### src/rtl/dma_xfer_tracker.sv
module dma_xfer_tracker #(
  parameter int CNT_W   = 16,
  parameter int PKT_W   = 24,
  parameter int LBA_W   = 32,
  parameter int ADDR_W  = 32,
  parameter int LEN_W   = 16,
  parameter int PAGE_LG = 12,
  localparam int SEC_BITS = CNT_W + 9,
  localparam int REM_W  = ((SEC_BITS > PKT_W) ? SEC_BITS : PKT_W) + 2,
  localparam int IDX_W  = REM_W,
  localparam int OFS_W  = (((LBA_W + 11) > IDX_W) ? (LBA_W + 11) : IDX_W) + 1,
  localparam int PG_W   = LEN_W - PAGE_LG + 1
) (
  input  logic              clk,
  input  logic              rst_n,
  input  logic              start,
  input  logic              is_optical,
  input  logic              nonblock,
  input  logic [1:0]        cmd,
  input  logic [CNT_W-1:0]  sector_cnt,
  input  logic [PKT_W-1:0]  pkt_len,
  input  logic [LBA_W-1:0]  blk_addr,
  input  logic              chunk_valid,
  input  logic [ADDR_W-1:0] chunk_addr,
  input  logic [LEN_W-1:0]  chunk_len,
  input  logic              err_in,
  output logic              active,
  output logic              issue_valid,
  output logic [ADDR_W-1:0] issue_addr,
  output logic [OFS_W-1:0]  issue_offset,
  output logic [LEN_W-1:0]  issue_len,
  output logic [PG_W-1:0]   sg_pages,
  output logic              parked,
  output logic              done,
  output logic              acct_done,
  output logic              status_ready,
  output logic              err_out
);

  logic signed [REM_W-1:0] rem_q;
  logic [IDX_W-1:0]        idx_q;
  logic [LBA_W-1:0]        base_q;
  logic                    opt_q, nb_q;
  logic [1:0]              cmd_q;

  wire rem_pos   = !rem_q[REM_W-1] && (rem_q != '0);
  wire counted   = (cmd_q == 2'd0) || (cmd_q == 2'd1);
  wire one_shot  = opt_q && nb_q;

  wire [REM_W-1:0] len_ext  = REM_W'(chunk_len);
  wire [LEN_W-1:0] clip_len = (len_ext < $unsigned(rem_q)) ? chunk_len : rem_q[LEN_W-1:0];
  wire [LEN_W-1:0] use_len  = one_shot ? clip_len : chunk_len;

  wire [OFS_W-1:0] base_ext = OFS_W'(base_q);
  wire [OFS_W-1:0] base_off = opt_q ? (base_ext << 11) : (base_ext << 9);
  wire [OFS_W-1:0] next_off = base_off + OFS_W'(idx_q);

  wire signed [REM_W-1:0] load_rem = is_optical ? $signed(REM_W'(pkt_len))
                                                : $signed(REM_W'({sector_cnt, 9'b0}));

  always_ff @(posedge clk) begin
    if (!rst_n) begin
      rem_q        <= '0;
      idx_q        <= '0;
      base_q       <= '0;
      opt_q        <= 1'b0;
      nb_q         <= 1'b0;
      cmd_q        <= 2'd0;
      active       <= 1'b0;
      issue_valid  <= 1'b0;
      issue_addr   <= '0;
      issue_offset <= '0;
      issue_len    <= '0;
      sg_pages     <= '0;
      parked       <= 1'b0;
      done         <= 1'b0;
      acct_done    <= 1'b0;
      status_ready <= 1'b0;
      err_out      <= 1'b0;
    end else begin
      issue_valid <= 1'b0;
      parked      <= 1'b0;
      done        <= 1'b0;
      acct_done   <= 1'b0;
      if (start) begin
        rem_q        <= load_rem;
        idx_q        <= '0;
        base_q       <= blk_addr;
        opt_q        <= is_optical;
        nb_q         <= nonblock;
        cmd_q        <= cmd;
        active       <= 1'b1;
        status_ready <= 1'b0;
        err_out      <= 1'b0;
      end else if (active && err_in) begin
        active  <= 1'b0;
        err_out <= 1'b1;
      end else if (chunk_valid) begin
        if (!active) begin
          parked <= 1'b1;
        end else if (!rem_pos) begin
          done      <= 1'b1;
          acct_done <= counted;
          active    <= 1'b0;
          if (!opt_q) status_ready <= 1'b1;
        end else begin
          issue_valid  <= 1'b1;
          issue_addr   <= chunk_addr;
          issue_offset <= next_off;
          issue_len    <= use_len;
          sg_pages     <= PG_W'(use_len >> PAGE_LG) + PG_W'(1);
          rem_q        <= rem_q - $signed(REM_W'(use_len));
          idx_q        <= idx_q + IDX_W'(use_len);
          if (one_shot) begin
            done      <= 1'b1;
            acct_done <= counted;
            active    <= 1'b0;
          end
        end
      end
    end
  end

endmodule

### config.mk
export PLATFORM = sky130hd
export DESIGN_NAME = dma_xfer_tracker
export DESIGN_NICKNAME = d
export VERILOG_FILES = /design/src/rtl/dma_xfer_tracker.sv
export SDC_FILE = /design/constraint.sdc
export NUM_CORES = 1
export LEC_CHECK = 0
export BUFFER_PORTS_ARGS = -buffer_cell sky130_fd_sc_hd__buf_4
export CAP_MARGIN = 30
export CELL_PAD_IN_SITES_DETAIL_PLACEMENT = 1
export CELL_PAD_IN_SITES_GLOBAL_PLACEMENT = 2
export CORE_MARGIN = 2
export CORE_UTILIZATION = 32
export DETAILED_ROUTE_END_ITERATION = 8
export PLACE_DENSITY = 0.84
export SYNTH_ARGS = -nofsm -noshare
export SYNTH_HDL_FRONTEND = slang
export SYNTH_SLANG_ARGS = --single-unit
export TNS_END_PERCENT = 50
### constraint.sdc
create_clock -name clk -period 6.2 [get_ports clk]
set_clock_uncertainty 0.15 [all_clocks]
set_input_delay 0.93 -clock clk [delete_from_list [all_inputs] [get_ports clk]]
set_output_delay 0.93 -clock clk [all_outputs]
set_load 0.005 [all_outputs]
Word-level counts from Yosys, hierarchy flattened. Index checks and enable logic that the tools add are counted.

Bits in registers: 194. Input bits: 129. Output and inout bits: 104.

Add/sub/neg operators: 4. Order comparisons: 1. Eq/ne operators: 2. Muxes and demuxes: 21. Bitwise logic cells: 7. Reductions and logical operators: 18.

Operator list (number): $mux W27 (5); $add A43 B27 Y44 (1); $mux W43 (1); $mux W16 (2); $add A27 B16 Y27 (1); $lt A16 B27 Y1 (1); $reduce_bool A27 Y1 (1); $sub A27 B17 Y27 (1); $mux W25 (1); $mux W1 (12); $reduce_and A5 Y1 (2); $reduce_and A4 Y1 (2); $not A1 Y1 (7); $reduce_bool A2 Y1 (3); $add A4 B1 Y5 const B (1); $reduce_or A5 Y1 (1); $reduce_or A4 Y1 (1); $logic_and A1 B1 Y1 (3); $reduce_bool A3 Y1 (1); $eq A2 B1 Y1 const B (1); $logic_not A2 Y1 (1); $ne A2 B2 Y1 const B (1); $reduce_or A2 Y1 (1); $logic_not A1 Y1 (1); $logic_or A1 B1 Y1 (1).

Logic depth before layout (Yosys ltp).
Word-level depth: 9. Depth in mapped cells: 19. Mapped depth without buffers: 18.

Worst setup path after synthesis. OpenSTA, ideal clock, no wires.

Path kind: input-to-reg. Start: in chunk_len[15]. End: reg rem_q[16]. Arrival time: 4989 ps. Path slack: 942 ps. Cell stages on the path: 17. Path buffers: 1. Cell sequence: ha_1 -> and4_1 -> o311a_1 -> nand2_1 -> o21a_1 -> nor2_4 -> buf_2 -> mux2i_1 -> ha_1 -> nor2b_4 -> o31a_1 -> o311a_4 -> o31ai_4 -> nor4_2 -> nor4_4 -> nor4b_1 -> a211o_1.

Longest elaborated chain between the ends: 9.

Ends and longest elaborated chain: from (decl) (line 25) `input logic [LEN_W-1:0] chunk_len,`; $lt A16 B27 Y1 (line 51) `wire [LEN_W-1:0] clip_len = (len_ext < $unsigned(rem_q)) ? chunk_len : rem_q[LEN_W-1:0];`; $mux W16 (line 51); $mux W16 * (line 52) `wire [LEN_W-1:0] use_len = one_shot ? clip_len : chunk_len;`; $sub A27 B17 Y27 * (line 112) `rem_q <= rem_q - $signed(REM_W'(use_len));`; $mux W27 * (line 101) `end else if (!rem_pos) begin`; $mux W27 * (line 99) `if (!active) begin`; $mux W27 * (line 98) `end else if (chunk_valid) begin`; $mux W27 * (line 95) `end else if (active && err_in) begin`; $mux W27 * (line 85) `if (start) begin`; to (signal assigned) (line 86) `rem_q <= load_rem;`; to (signal assigned) (line 112); to (decl) (line 40) `logic signed [REM_W-1:0] rem_q;`.

Mark *: on every way between the ends. The rest lies on a longest branch, timed or not. The select of a mux whose other input is x is not followed. A chain may end at the register's enable or synchronous reset.

Worst setup path in the final report.
Start: in chunk_len[14]. End: reg rem_q[16].

The elaborated chain is that of the path after synthesis.

==> impl_metrics.ini <==
[run_status]
status = finished clean

[power]
power_frac_comb_pct = 15.7
power_mw = 2.88
irDropWorstVdd_uv = 210
internal_power_mw = 2.03
clkPwrFrac_pct = 38.7
power_switching_mw = 0.843
p_seq_share_pct = 45.6
leakagePower_nw = 5.83
powerDensity_nw_per_um2 = 207
switching_share_pct = 29.3

[route]
drc_errors = 0
drt_first_pass_iters = 5
post_drt_wl_per_cell_um = 18.3
routed_via_density = 5.21
postRouteAntennaNets = 0
routed-via-count = 10533
routed_wl_um = 36900
drt-initial-drc-count = 539

[global_route]
grt_usage_pct = 20.4
grt_max_degree = 78
use_met2_pct = 34.4
overflow = 0
grt_pass1_wl_um = 58100
grt_pass1_vias = 10836
met1_usage_pct = 26.5
grt.busiest_layer = met2
antenna_found_initial = 0
gr-usage-met3_pct = 2.67

[synth]
seq_area_frac_synth_pct = 34.8
synth_simple_gate_area_share_pct = 20.6
synth_mux_area_share_pct = 9.16
ys_warn_count = 0
synth_area_sq_um = 11100
synth_area_per_cell_sq_um = 8.19
yosys_register_bits = 193
synth_fa_ha_area_share_pct = 7.87
synthArstFlopShare_pct = 0
synth-xor-area-share_pct = 3.71
synth-main-ff-cell = dfxtp_1
syn_inst = 1356
ys_types = 70
syn-num-nets = 1553
synth_compound_gate_area_share_pct = 19.6
synth_edf_count = 0
synth_top_family_by_area = simple AND/OR/NAND/NOR gates

[timing]
slew_headroom_pct = 36.6
setup_viol = 0
drv_slew = 0
setup_tns_ns = 0
max_slew.worst_pin.slew_ns = 0.927
rsz0062_at_grt = no
whs_ns = 0.271
min_period_over_period_pct = 88.5
hold_viol = 0
max_freq_mhz = 182
min_period_ns = 5.49

[worst_hold_path]
worst_hold_path.num_cells = 1
hold_path.class = reg -> reg

[clock_tree]
cts_resized = 0
cts.sinks = 193
clk_pin_slew_worst_paths_ns = 0.08
cts_root_buffer = clkbuf_16
cts_tree = done
cts_max_level = 4
hold_buffers = 0
clock_latency_ns = 0.45
cts_made_buffers = 17
cts_setup_buffers = 0
cts_max_path_buffers = 2

[final_layout]
final_common_cell = buf_4
stdcell_count = 2021
drive_gt1_share_pct = 21.4
fin_nets = 1750
antenna_cells = 0
syn_to_final_growth_pct = 25.1
layout_common_cells = buf_4, nand2_1, dfxtp_1
fin_util_pct = 40.4

[placement]
placed_cells = 1988
io_buffers = 231
place.gp.congestion = 0.836
hpwlAfterDp_um = 27100

[floorplan]
die_h_um = 190
pin_count = 233
dieArea_sq_um = 36200
die_w_um = 190
initial_core_util_pct = 32.3
core_sq_um = 34400
placementRows = 68

[worst_setup_path]
endpoint_kind = register
critPathSlowestCell = nor2_4
required_ns = 6.39
cp_max_fo = 19
path_cells = buf_4 -> ha_1 -> and4_1 -> o311a_1 -> nand2_1 -> o21a_1 -> nor2_4 -> mux2i_1 -> ha_1 -> nor2b_4 -> o31a_1 -> o311a_4 -> o31ai_4 -> a211oi_1 -> nor4_4 -> buf_4 -> nor4b_1 -> a211o_1
rr_worst_depth = 18
max_stage_delay_ns = 0.57
crit_arrival_ns = 5.68
worstSetupStartpointType = input port
setup.worst_path.class = in -> reg

[flow_run]
drv_cap = 0
## kinds of logic after synthesis
logic type / after synthesis
multiplexers: 99
AO/OA/AOI/OAI: 335
AND/OR/NAND/NOR: 490
buffers and inverters: 124
flip-flops: 193
XOR/XNOR: 47
adder cells (fa/ha/maj): 68
## critical path: cells and delay by family
family,cells,cell delay (ns)
multiplexers,1,0.48
AO/OA/AOI/OAI,7,1.87
buffers and inverters,2,0.36
AND/OR/NAND/NOR,6,1.35
adder cells (fa/ha/maj),2,0.68
## state kept, by name, indices dropped and copies added (netlist names), 5 cells and up
name and count:
issue_len 16, sg_pages 5, issue_offset 44, rem_q 27, base_q 32, idx_q 27
issue_addr 32
## power by group through the flow
| stage | combinational, mW | clock [mW] | sequential [mW] |
|---|---|---|---|
| floorplan | 0.283 | 0 | 1.33 |
| global placement | 0.438 | 0 | 1.34 |
| CTS | 0.453 | 1.15 | 1.31 |
| detailed placement | 0.451 | 0 | 1.34 |
| finish | 0.451 | 1.11 | 1.31 |
| global route | 0.500 | 1.19 | 1.32 |
## layer usage
metal	share of wire [%]	routed length (um)	vias to the layer above
li1	-	-	5198
met2	47	17500	186
met1	47	17200	5105
met3	3.0	1120	44
met5	0	0	-
met4	2.9	1090	0
## metrics by stage
step | worst slack [ns] | cell area (sq um)
CTS | 0.749 | 13900
detailed placement | 0.281 | 13300
global placement | 0.389 | 13300
global route | 0.329 | 13900
floorplan | 0.942 | 11100
finish | 0.711 | 13900
## worst paths after layout
check / start / endpoint / slack, ns
worst min-delay path: cmd_q[1] / acct_done / 0.27
worst max register to register: rem_q[14] / rem_q[16] / 0.77
worst min register to register: cmd_q[1] / acct_done / 0.27
worst max-delay path: chunk_len[14] / rem_q[16] / 0.71
## synthesized netlist by cell type (all sizes together), types with 3 or more instances
| master | instances | area share (%) |
|---|---|---|
| o21bai | 4 | 0.27 |
| mux2i | 78 | 7.0 |
| clkbuf | 59 | 2.0 |
| and3 | 14 | 0.79 |
| fa | 3 | 0.54 |
| a221oi | 6 | 0.63 |
| o211ai | 18 | 1.2 |
| or3 | 13 | 0.73 |
| a2111oi | 3 | 0.57 |
| ha | 65 | 7.3 |
| mux2 | 21 | 2.1 |
| nor4 | 14 | 1.1 |
| a21oi | 143 | 6.4 |
| or2 | 9 | 0.51 |
| xor2 | 19 | 1.5 |
| buf | 12 | 0.45 |
| dfxtp | 193 | 35 |
| a21boi | 4 | 0.27 |
| a21o | 22 | 1.5 |
| a211o | 5 | 0.39 |
| a31o | 3 | 0.24 |
| o21a | 13 | 0.88 |
| o311ai | 3 | 0.24 |
| o211a | 3 | 0.27 |
| nand4 | 11 | 0.62 |
| o21ai | 44 | 2.0 |
| a211oi | 31 | 2.1 |
| nor2b | 9 | 0.57 |
| o31a | 5 | 0.39 |
| nand3 | 43 | 1.9 |
| nand3b | 5 | 0.34 |
| nand2b | 14 | 0.79 |
| and2 | 6 | 0.35 |
| nor2 | 115 | 4.0 |
| nor4b | 3 | 0.29 |
| a31oi | 9 | 0.51 |
| nand2 | 201 | 6.8 |
| nor3 | 22 | 0.99 |
| nand4b | 4 | 0.32 |
| inv | 52 | 1.8 |
| o31ai | 8 | 0.66 |
| xnor2 | 28 | 2.2 |
| or4 | 3 | 0.20 |
## layout make-up
| cell class | count | area (sq um) |
|---|---|---|
| clock buffer | 19 | 453 |
| clock inverter | 13 | 118 |
| fill | 4142 | 20500 |
| inverter | 53 | 201 |
| multi-input combinational | 1039 | 6790 |
| sequential | 193 | 3860 |
| tap | 455 | 569 |
| timing repair buffer | 249 | 1890 |
No activity file was read; power rests on OpenSTA's default activity.
